[config.mk]
export PLATFORM = sky130hd
export DESIGN_NAME = fdesc_fetch
export DESIGN_NICKNAME = d
export VERILOG_FILES = /design/src/rtl/fdesc_pkg.sv /design/src/rtl/fdesc_win_chk.sv /design/src/rtl/fdesc_rd_mux.sv /design/src/rtl/fdesc_fetch.sv
export SDC_FILE = /design/constraint.sdc
export NUM_CORES = 2
export LEC_CHECK = 0
export ABC_AREA = 1
export CORE_MARGIN = 2
export CORE_UTILIZATION = 40
export CTS_CLUSTER_DIAMETER = 150
export DETAILED_ROUTE_END_ITERATION = 10
export PLACE_DENSITY = 0.55
export SKIP_LAST_GASP = 1
export SLEW_MARGIN = 0
export SYNTH_ARGS = -nofsm -noshare
export SYNTH_HDL_FRONTEND = slang
export SYNTH_HIERARCHICAL = 1
export SYNTH_SLANG_ARGS = --single-unit
[constraint.sdc]
create_clock -name clk -period 5 [get_ports clk]
set_input_delay 1 -clock clk [delete_from_list [all_inputs] [get_ports clk]]
set_output_delay 1 -clock clk [all_outputs]
set_load 0.005 [all_outputs]
[src/rtl/fdesc_pkg.sv]
package fdesc_pkg;
    typedef enum logic [1:0] {
        ST_IDLE  = 2'd0,
        ST_PICK  = 2'd1,
        ST_FETCH = 2'd2,
        ST_CHECK = 2'd3
    } seq_st_e;

    localparam int DESC_WORDS = 4;
    localparam int W_NEXT = 0;
    localparam int W_SRC  = 1;
    localparam int W_ID   = 2;
    localparam int W_CMD  = 3;
    localparam logic [2:0] SEL_BRANCH = 3'd4;

    localparam int BR_ACT = 0;
    localparam int BR_INT = 1;
    localparam logic [31:0] BR_MASK   = 32'hFFFF_FFF3;
    localparam logic [31:0] ADDR_MASK = 32'hFFFF_FFF0;
endpackage

[src/rtl/fdesc_win_chk.sv]
module fdesc_win_chk #(
    parameter logic [31:0] BASE = 32'hA000_0000,
    parameter logic [31:0] SIZE = 32'h0001_0000,
    parameter int          SPAN = 16
) (
    input  logic [31:0] addr,
    output logic        ok
);
    localparam logic [32:0] LO = {1'b0, BASE};
    localparam logic [32:0] HI = {1'b0, BASE} + {1'b0, SIZE};

    always_comb begin
        ok = ({1'b0, addr} >= LO) && (({1'b0, addr} + 33'(SPAN)) <= HI);
    end
endmodule

[src/rtl/fdesc_rd_mux.sv]
module fdesc_rd_mux
    import fdesc_pkg::*;
#(
    parameter int NCH = 7,
    parameter int CW  = $clog2(NCH)
) (
    input  logic [NCH-1:0][DESC_WORDS-1:0][31:0] dsc,
    input  logic [NCH-1:0][31:0]                 br,
    input  logic [CW-1:0]                        ch,
    input  logic [2:0]                           sel,
    output logic [31:0]                          data
);
    always_comb begin
        data = '0;
        for (int c = 0; c < NCH; c++) begin
            if (ch == CW'(c)) begin
                if (sel == SEL_BRANCH) begin
                    data = br[c];
                end else if (sel < 3'(DESC_WORDS)) begin
                    data = dsc[c][sel[1:0]];
                end
            end
        end
    end
endmodule

[src/rtl/fdesc_fetch.sv]
module fdesc_fetch
    import fdesc_pkg::*;
#(
    parameter int          NCH      = 7,
    parameter logic [31:0] WIN_BASE = 32'hA000_0000,
    parameter logic [31:0] WIN_SIZE = 32'h0001_0000,
    localparam int         CW       = $clog2(NCH)
) (
    input  logic           clk,
    input  logic           rst_n,
    input  logic           frame_start,
    input  logic [NCH-1:0] ch_en,
    input  logic           wr_en,
    input  logic           wr_branch,
    input  logic [CW-1:0]  wr_ch,
    input  logic [31:0]    wr_data,
    input  logic [CW-1:0]  rd_ch,
    input  logic [2:0]     rd_sel,
    output logic [31:0]    rd_data,
    output logic           mem_rd_valid,
    output logic [31:0]    mem_rd_addr,
    input  logic           mem_rd_ready,
    input  logic [31:0]    mem_rd_data,
    output logic           branch_evt,
    output logic           berr_evt,
    output logic [CW-1:0]  evt_ch,
    output logic           done
);
    localparam int BW = $clog2(DESC_WORDS);

    typedef struct packed {
        seq_st_e                             st;
        logic [CW-1:0]                       ch;
        logic [BW-1:0]                       beat;
        logic [31:0]                         faddr;
        logic [NCH-1:0][DESC_WORDS-1:0][31:0] dsc;
        logic [NCH-1:0][31:0]                br;
        logic                                bevt;
        logic                                eevt;
        logic                                done;
        logic [CW-1:0]                       ech;
    } state_t;

    state_t q, d;

    logic [31:0] cur_next, cur_src, cur_br, pick_addr;
    logic        cur_en, desc_ok, src_ok, advance;

    // Current channel's registers, selected without out-of-range indexing
    always_comb begin
        cur_next = '0;
        cur_src  = '0;
        cur_br   = '0;
        cur_en   = 1'b0;
        for (int c = 0; c < NCH; c++) begin
            if (q.ch == CW'(c)) begin
                cur_next = q.dsc[c][W_NEXT];
                cur_src  = q.dsc[c][W_SRC];
                cur_br   = q.br[c];
                cur_en   = ch_en[c];
            end
        end
        pick_addr = cur_br[BR_ACT] ? (cur_br & ADDR_MASK) : (cur_next & ADDR_MASK);
    end

    fdesc_win_chk #(.BASE(WIN_BASE), .SIZE(WIN_SIZE), .SPAN(4 * DESC_WORDS)) u_desc_win (
        .addr (pick_addr),
        .ok   (desc_ok)
    );

    fdesc_win_chk #(.BASE(WIN_BASE), .SIZE(WIN_SIZE), .SPAN(0)) u_src_win (
        .addr (cur_src),
        .ok   (src_ok)
    );

    fdesc_rd_mux #(.NCH(NCH), .CW(CW)) u_rd_mux (
        .dsc  (q.dsc),
        .br   (q.br),
        .ch   (rd_ch),
        .sel  (rd_sel),
        .data (rd_data)
    );

    always_comb begin
        d       = q;
        d.bevt  = 1'b0;
        d.eevt  = 1'b0;
        d.done  = 1'b0;
        advance = 1'b0;
        case (q.st)
            ST_IDLE: begin
                if (frame_start) begin
                    for (int c = 0; c < NCH; c++) d.dsc[c][W_SRC] = '0;
                    d.ch = '0;
                    d.st = ST_PICK;
                end
            end
            ST_PICK: begin
                if (!cur_en) begin
                    advance = 1'b1;
                end else begin
                    if (cur_br[BR_ACT]) begin
                        for (int c = 0; c < NCH; c++)
                            if (q.ch == CW'(c)) d.br[c][BR_ACT] = 1'b0;
                        d.bevt = cur_br[BR_INT];
                        d.ech  = q.ch;
                    end
                    if (desc_ok) begin
                        d.faddr = pick_addr;
                        d.beat  = '0;
                        d.st    = ST_FETCH;
                    end else begin
                        d.st = ST_CHECK;
                    end
                end
            end
            ST_FETCH: begin
                if (mem_rd_ready) begin
                    for (int c = 0; c < NCH; c++)
                        if (q.ch == CW'(c)) d.dsc[c][q.beat] = mem_rd_data;
                    if (q.beat == BW'(DESC_WORDS - 1)) d.st = ST_CHECK;
                    else d.beat = q.beat + 1'b1;
                end
            end
            ST_CHECK: begin
                if ((cur_src == '0) || !src_ok) begin
                    d.eevt = 1'b1;
                    d.ech  = q.ch;
                end
                advance = 1'b1;
            end
            default: d.st = ST_IDLE;
        endcase

        if (advance) begin
            if (q.ch == CW'(NCH - 1)) begin
                d.done = 1'b1;
                d.st   = ST_IDLE;
            end else begin
                d.ch = q.ch + 1'b1;
                d.st = ST_PICK;
            end
        end

        // Software writes take precedence over sequencer updates
        if (wr_en) begin
            for (int c = 0; c < NCH; c++) begin
                if (wr_ch == CW'(c)) begin
                    if (wr_branch) d.br[c] = wr_data & BR_MASK;
                    else d.dsc[c][W_NEXT] = wr_data & ADDR_MASK;
                end
            end
        end
    end

    always_ff @(posedge clk or negedge rst_n) begin
        if (!rst_n) q <= '0;
        else q <= d;
    end

    assign mem_rd_valid = (q.st == ST_FETCH);
    assign mem_rd_addr  = q.faddr + {{(30-BW){1'b0}}, q.beat, 2'b00};
    assign branch_evt   = q.bevt;
    assign berr_evt     = q.eevt;
    assign evt_ch       = q.ech;
    assign done         = q.done;
endmodule

==> run_results.csv <==
group,metric,value,unit
floorplanning,die_h,400,um
clocking,cts_tree,"done",
logic_synthesis,async_flop_share,100,%
clocking,cts.clk_slew.worst_paths,0.05,ns
sta,period_minus_slack,4.93,ns
cells_and_area,finalNonFillerCells,10900,
run_status,outcome,"complete, no violations",
cells_and_area,syn2layout_area_growth,17.7,%
logic_synthesis,synthesis.area,62600,um^2
logic_synthesis,ys_types,47,
pwr,swShare,42.3,%
pwr,p_leak,34.5,nW
placed_design,place_congestion,0.969,
sta,final.setup.worst_slack,0.0696,ns
sta,setup_viol,0,
logic_synthesis,syn_inst,8751,
sta,tns,0,ns
critical_path,crit_type,"primary input to primary output",
sta,finalMaxSlewViolations,0,
critical_path,crit_required,4.00,ns
logic_synthesis,ys.flop_type,"dfrtp_1",
global_routing,grt_pass1_vias,58900,
cells_and_area,utilization,47.3,%
sta,slew_headroom,15.2,%
pwr,power_frac_comb,43.7,%
logic_synthesis,synth_area_leaders,"dfrtp_1 46%, nand2_1 16%, o21ai_0 12%, nand3_1 4.8%, nor2_1 4.3%",
placed_design,portBuffers,152,
pwr,powerDensity,546,nW/um^2
detailed_routing,post-route-drc-count,0,
floorplanning,std_cell_rows,145,
critical_path,path_max_fanout,27,
detailed_routing,drt-vias-per-instance,5.95,
critical_path,cp-end-kind,"primary output",
logic_synthesis,synth-edff-count,0,
sta,skew,0.0347,ns
cells_and_area,final_area,73700,um^2
logic_synthesis,yosysMostFrequentCell,"nand2_1",
global_routing,grt_pass1_wl,426000,um
floorplanning,die_w,400,um
sta,fmax,203,MHz
sta,fin_crit_sh,98.6,%
detailed_routing,wl_per_cell,27.6,um
floorplanning,start_util,40.2,%
logic_synthesis,ys_ff_latch,1147,
global_routing,grt_max_degree,154,
detailed_routing,vias,65000,
cells_and_area,nets,8866,
logic_synthesis,ys_seq_area_share,45.9,%
detailed_routing,routed_wirelength,302000,um
critical_path,cp-start-kind,"primary input",
floorplanning,core-area,156000,um^2
clocking,cts_hold_buf,0,
placed_design,hpwl,191000,um
logic_synthesis,ys_warn_count,6,
clocking,cts_buffer_depth,3,
logic_synthesis,yosysTopAreaCell,"dfrtp_1",
global_routing,grt.total_usage,36.8,%
clocking,cts-root-buf,"clkbuf_16",
pwr,intPower,23.2,mW
clocking,insertion_delay,0.79,ns
floorplanning,dieArea,160000,um^2
logic_synthesis,synth_common_cells,"2624 x nand2_1, 1536 x o21ai_0, 1147 x dfrtp_1",
global_routing,grt_overflow,0,
min_path,min_path_type,"primary input to async pin",
logic_synthesis,synth_top_cell_area_share,45.9,%
clocking,h-tree-depth,4,
cells_and_area,n_fill_cell,15600,
cells_and_area,drive_above_1_share,9.32,%
clocking,numCtsBuffers,141,
critical_path,arrival,3.93,ns
job,max-cap-violations,0,
pwr,pwr-share-seq,30.1,%
detailed_routing,drtAntennaViolNets,0,
detailed_routing,firstDrtPassIters,8,
placed_design,placed_cells,10700,
floorplanning,pin_count,157,
global_routing,antenna_found_initial,30,
pwr,pwr-share-clk,26.2,%
sta,finalHoldViolCount,0,
pwr,netSwitchingPower,17.0,mW
sta,timing.hold.ws,0.155,ns
placed_design,dp_slack,-0.00107,ns
clocking,clock_sinks,1147,
placed_design,post_dp_cell_area,68300,um^2
pwr,total_power,40.2,mW
detailed_routing,drt_iter0_drc,9393,
logic_synthesis,syn_area_per_cell,7.15,um^2
pwr,max-vdd-ir-drop,0.466,mV
sta,tightest_slew,1.27,ns
-- final timing paths --
check	start	slack, ns	cells after the start	endpoint
max in group asynchronous	rst_n	3.39	2	q[955]
setup reg to reg	q[1160]	0.19	38	q[1163]
hold reg to reg	q[1132]	0.48	2	q[1132]
setup / recovery	rd_ch[2]	0.07	13	rd_data[10]
min in group clk	q[1132]	0.48	2	q[1132]
hold / removal	rst_n	0.16	1	q[305]
-- power by group through the flow --
stage	sequential [mW]	combinational, mW	clock, mW
after floorplan	11.8	8.14	0
after global placement	12.2	16.0	0
after detailed placement	12.2	16.0	0
after CTS	12.0	16.1	10.6
after global routing	12.3	18.5	11.0
final	12.1	17.5	10.5
-- layer usage --
| layer | GRT usage, % | wire length [um] | vias to the layer above |
|---|---|---|---|
| met4 | 21.2 | 20200 | 14 |
| li1 | - | - | 28700 |
| met3 | 9.82 | 37900 | 848 |
| met2 | 52.0 | 123000 | 4190 |
| met1 | 50.6 | 120000 | 31300 |
| met5 | 0 | 113 | - |
-- placed cells by master (no fill, tap or decap), drive strengths merged, types with 5 or more instances in the layout --
cell / instances
nor3: 17
o22ai: 257
nor2: 732
dfrtp: 1147
conb: 20
nand2: 2633
a21oi: 221
clkinv: 33
a221oi: 16
and2: 5
clkdlybuf4s50: 148
buf: 441
o21ai: 1549
o221ai: 12
diode: 17
a211oi: 43
o211ai: 115
ha: 14
nand3: 603
bufinv: 8
clkbuf: 206
xor2: 5
inv: 584
nand4: 43
-- critical path: stages --
cell             delay, ns
clkdlybuf4s50_1       0.49
inv_1                 0.23
nand3_4               0.16
buf_12                0.20
buf_12                0.17
nor2_1                0.11
nor2_1                0.05
a21oi_1               0.45
nand2_1               0.11
nand2_1               0.08
nand4_1               0.19
buf_12                0.22
clkdlybuf4s50_1       0.44
-- flip-flops by register name (all words and copies together) (netlist names) --
| name | flops |
|---|---|
| branch_evt | 1 |
| done | 1 |
| evt_ch | 3 |
| berr_evt | 1 |
| q | 1141 |
-- area by class of cell --
| type | instances | area, um^2 | area share, % |
|---|---|---|---|
| repair buffers | 594 | 6340 | 8.61 |
| multi-input cells | 6297 | 29100 | 39.5 |
| diodes | 17 | 42.5 | 0.0578 |
| well taps | 2058 | 2570 | 3.50 |
| inverters | 585 | 2240 | 3.04 |
| clock buffers | 201 | 4140 | 5.62 |
| clock inverters | 41 | 520 | 0.707 |
| flip-flops and latches | 1147 | 28700 | 39.0 |
-- what timing repair did --
action,4_1_cts,5_1_grt
endpoints found under the setup margin,1,31
pin swaps,1,36
resized for setup,2,103
setup buffers,2,18
gates cloned,0,5
-- logic make-up (layout without fill, tap and decap cells) --
family	count (synthesis)	in the layout	synth area share, %
AO/OA/AOI/OAI	2217	2217	19.2
XOR/XNOR	7	7	0.0980
adder cells (fa/ha/maj)	14	14	0.280
buffers and inverters	1326	1421	8.69
flip-flops	1147	1147	45.9
other	1	37	0.00599
AND/OR/NAND/NOR	4039	4039	25.9
Note: power is estimated with default switching activity, not from simulation.
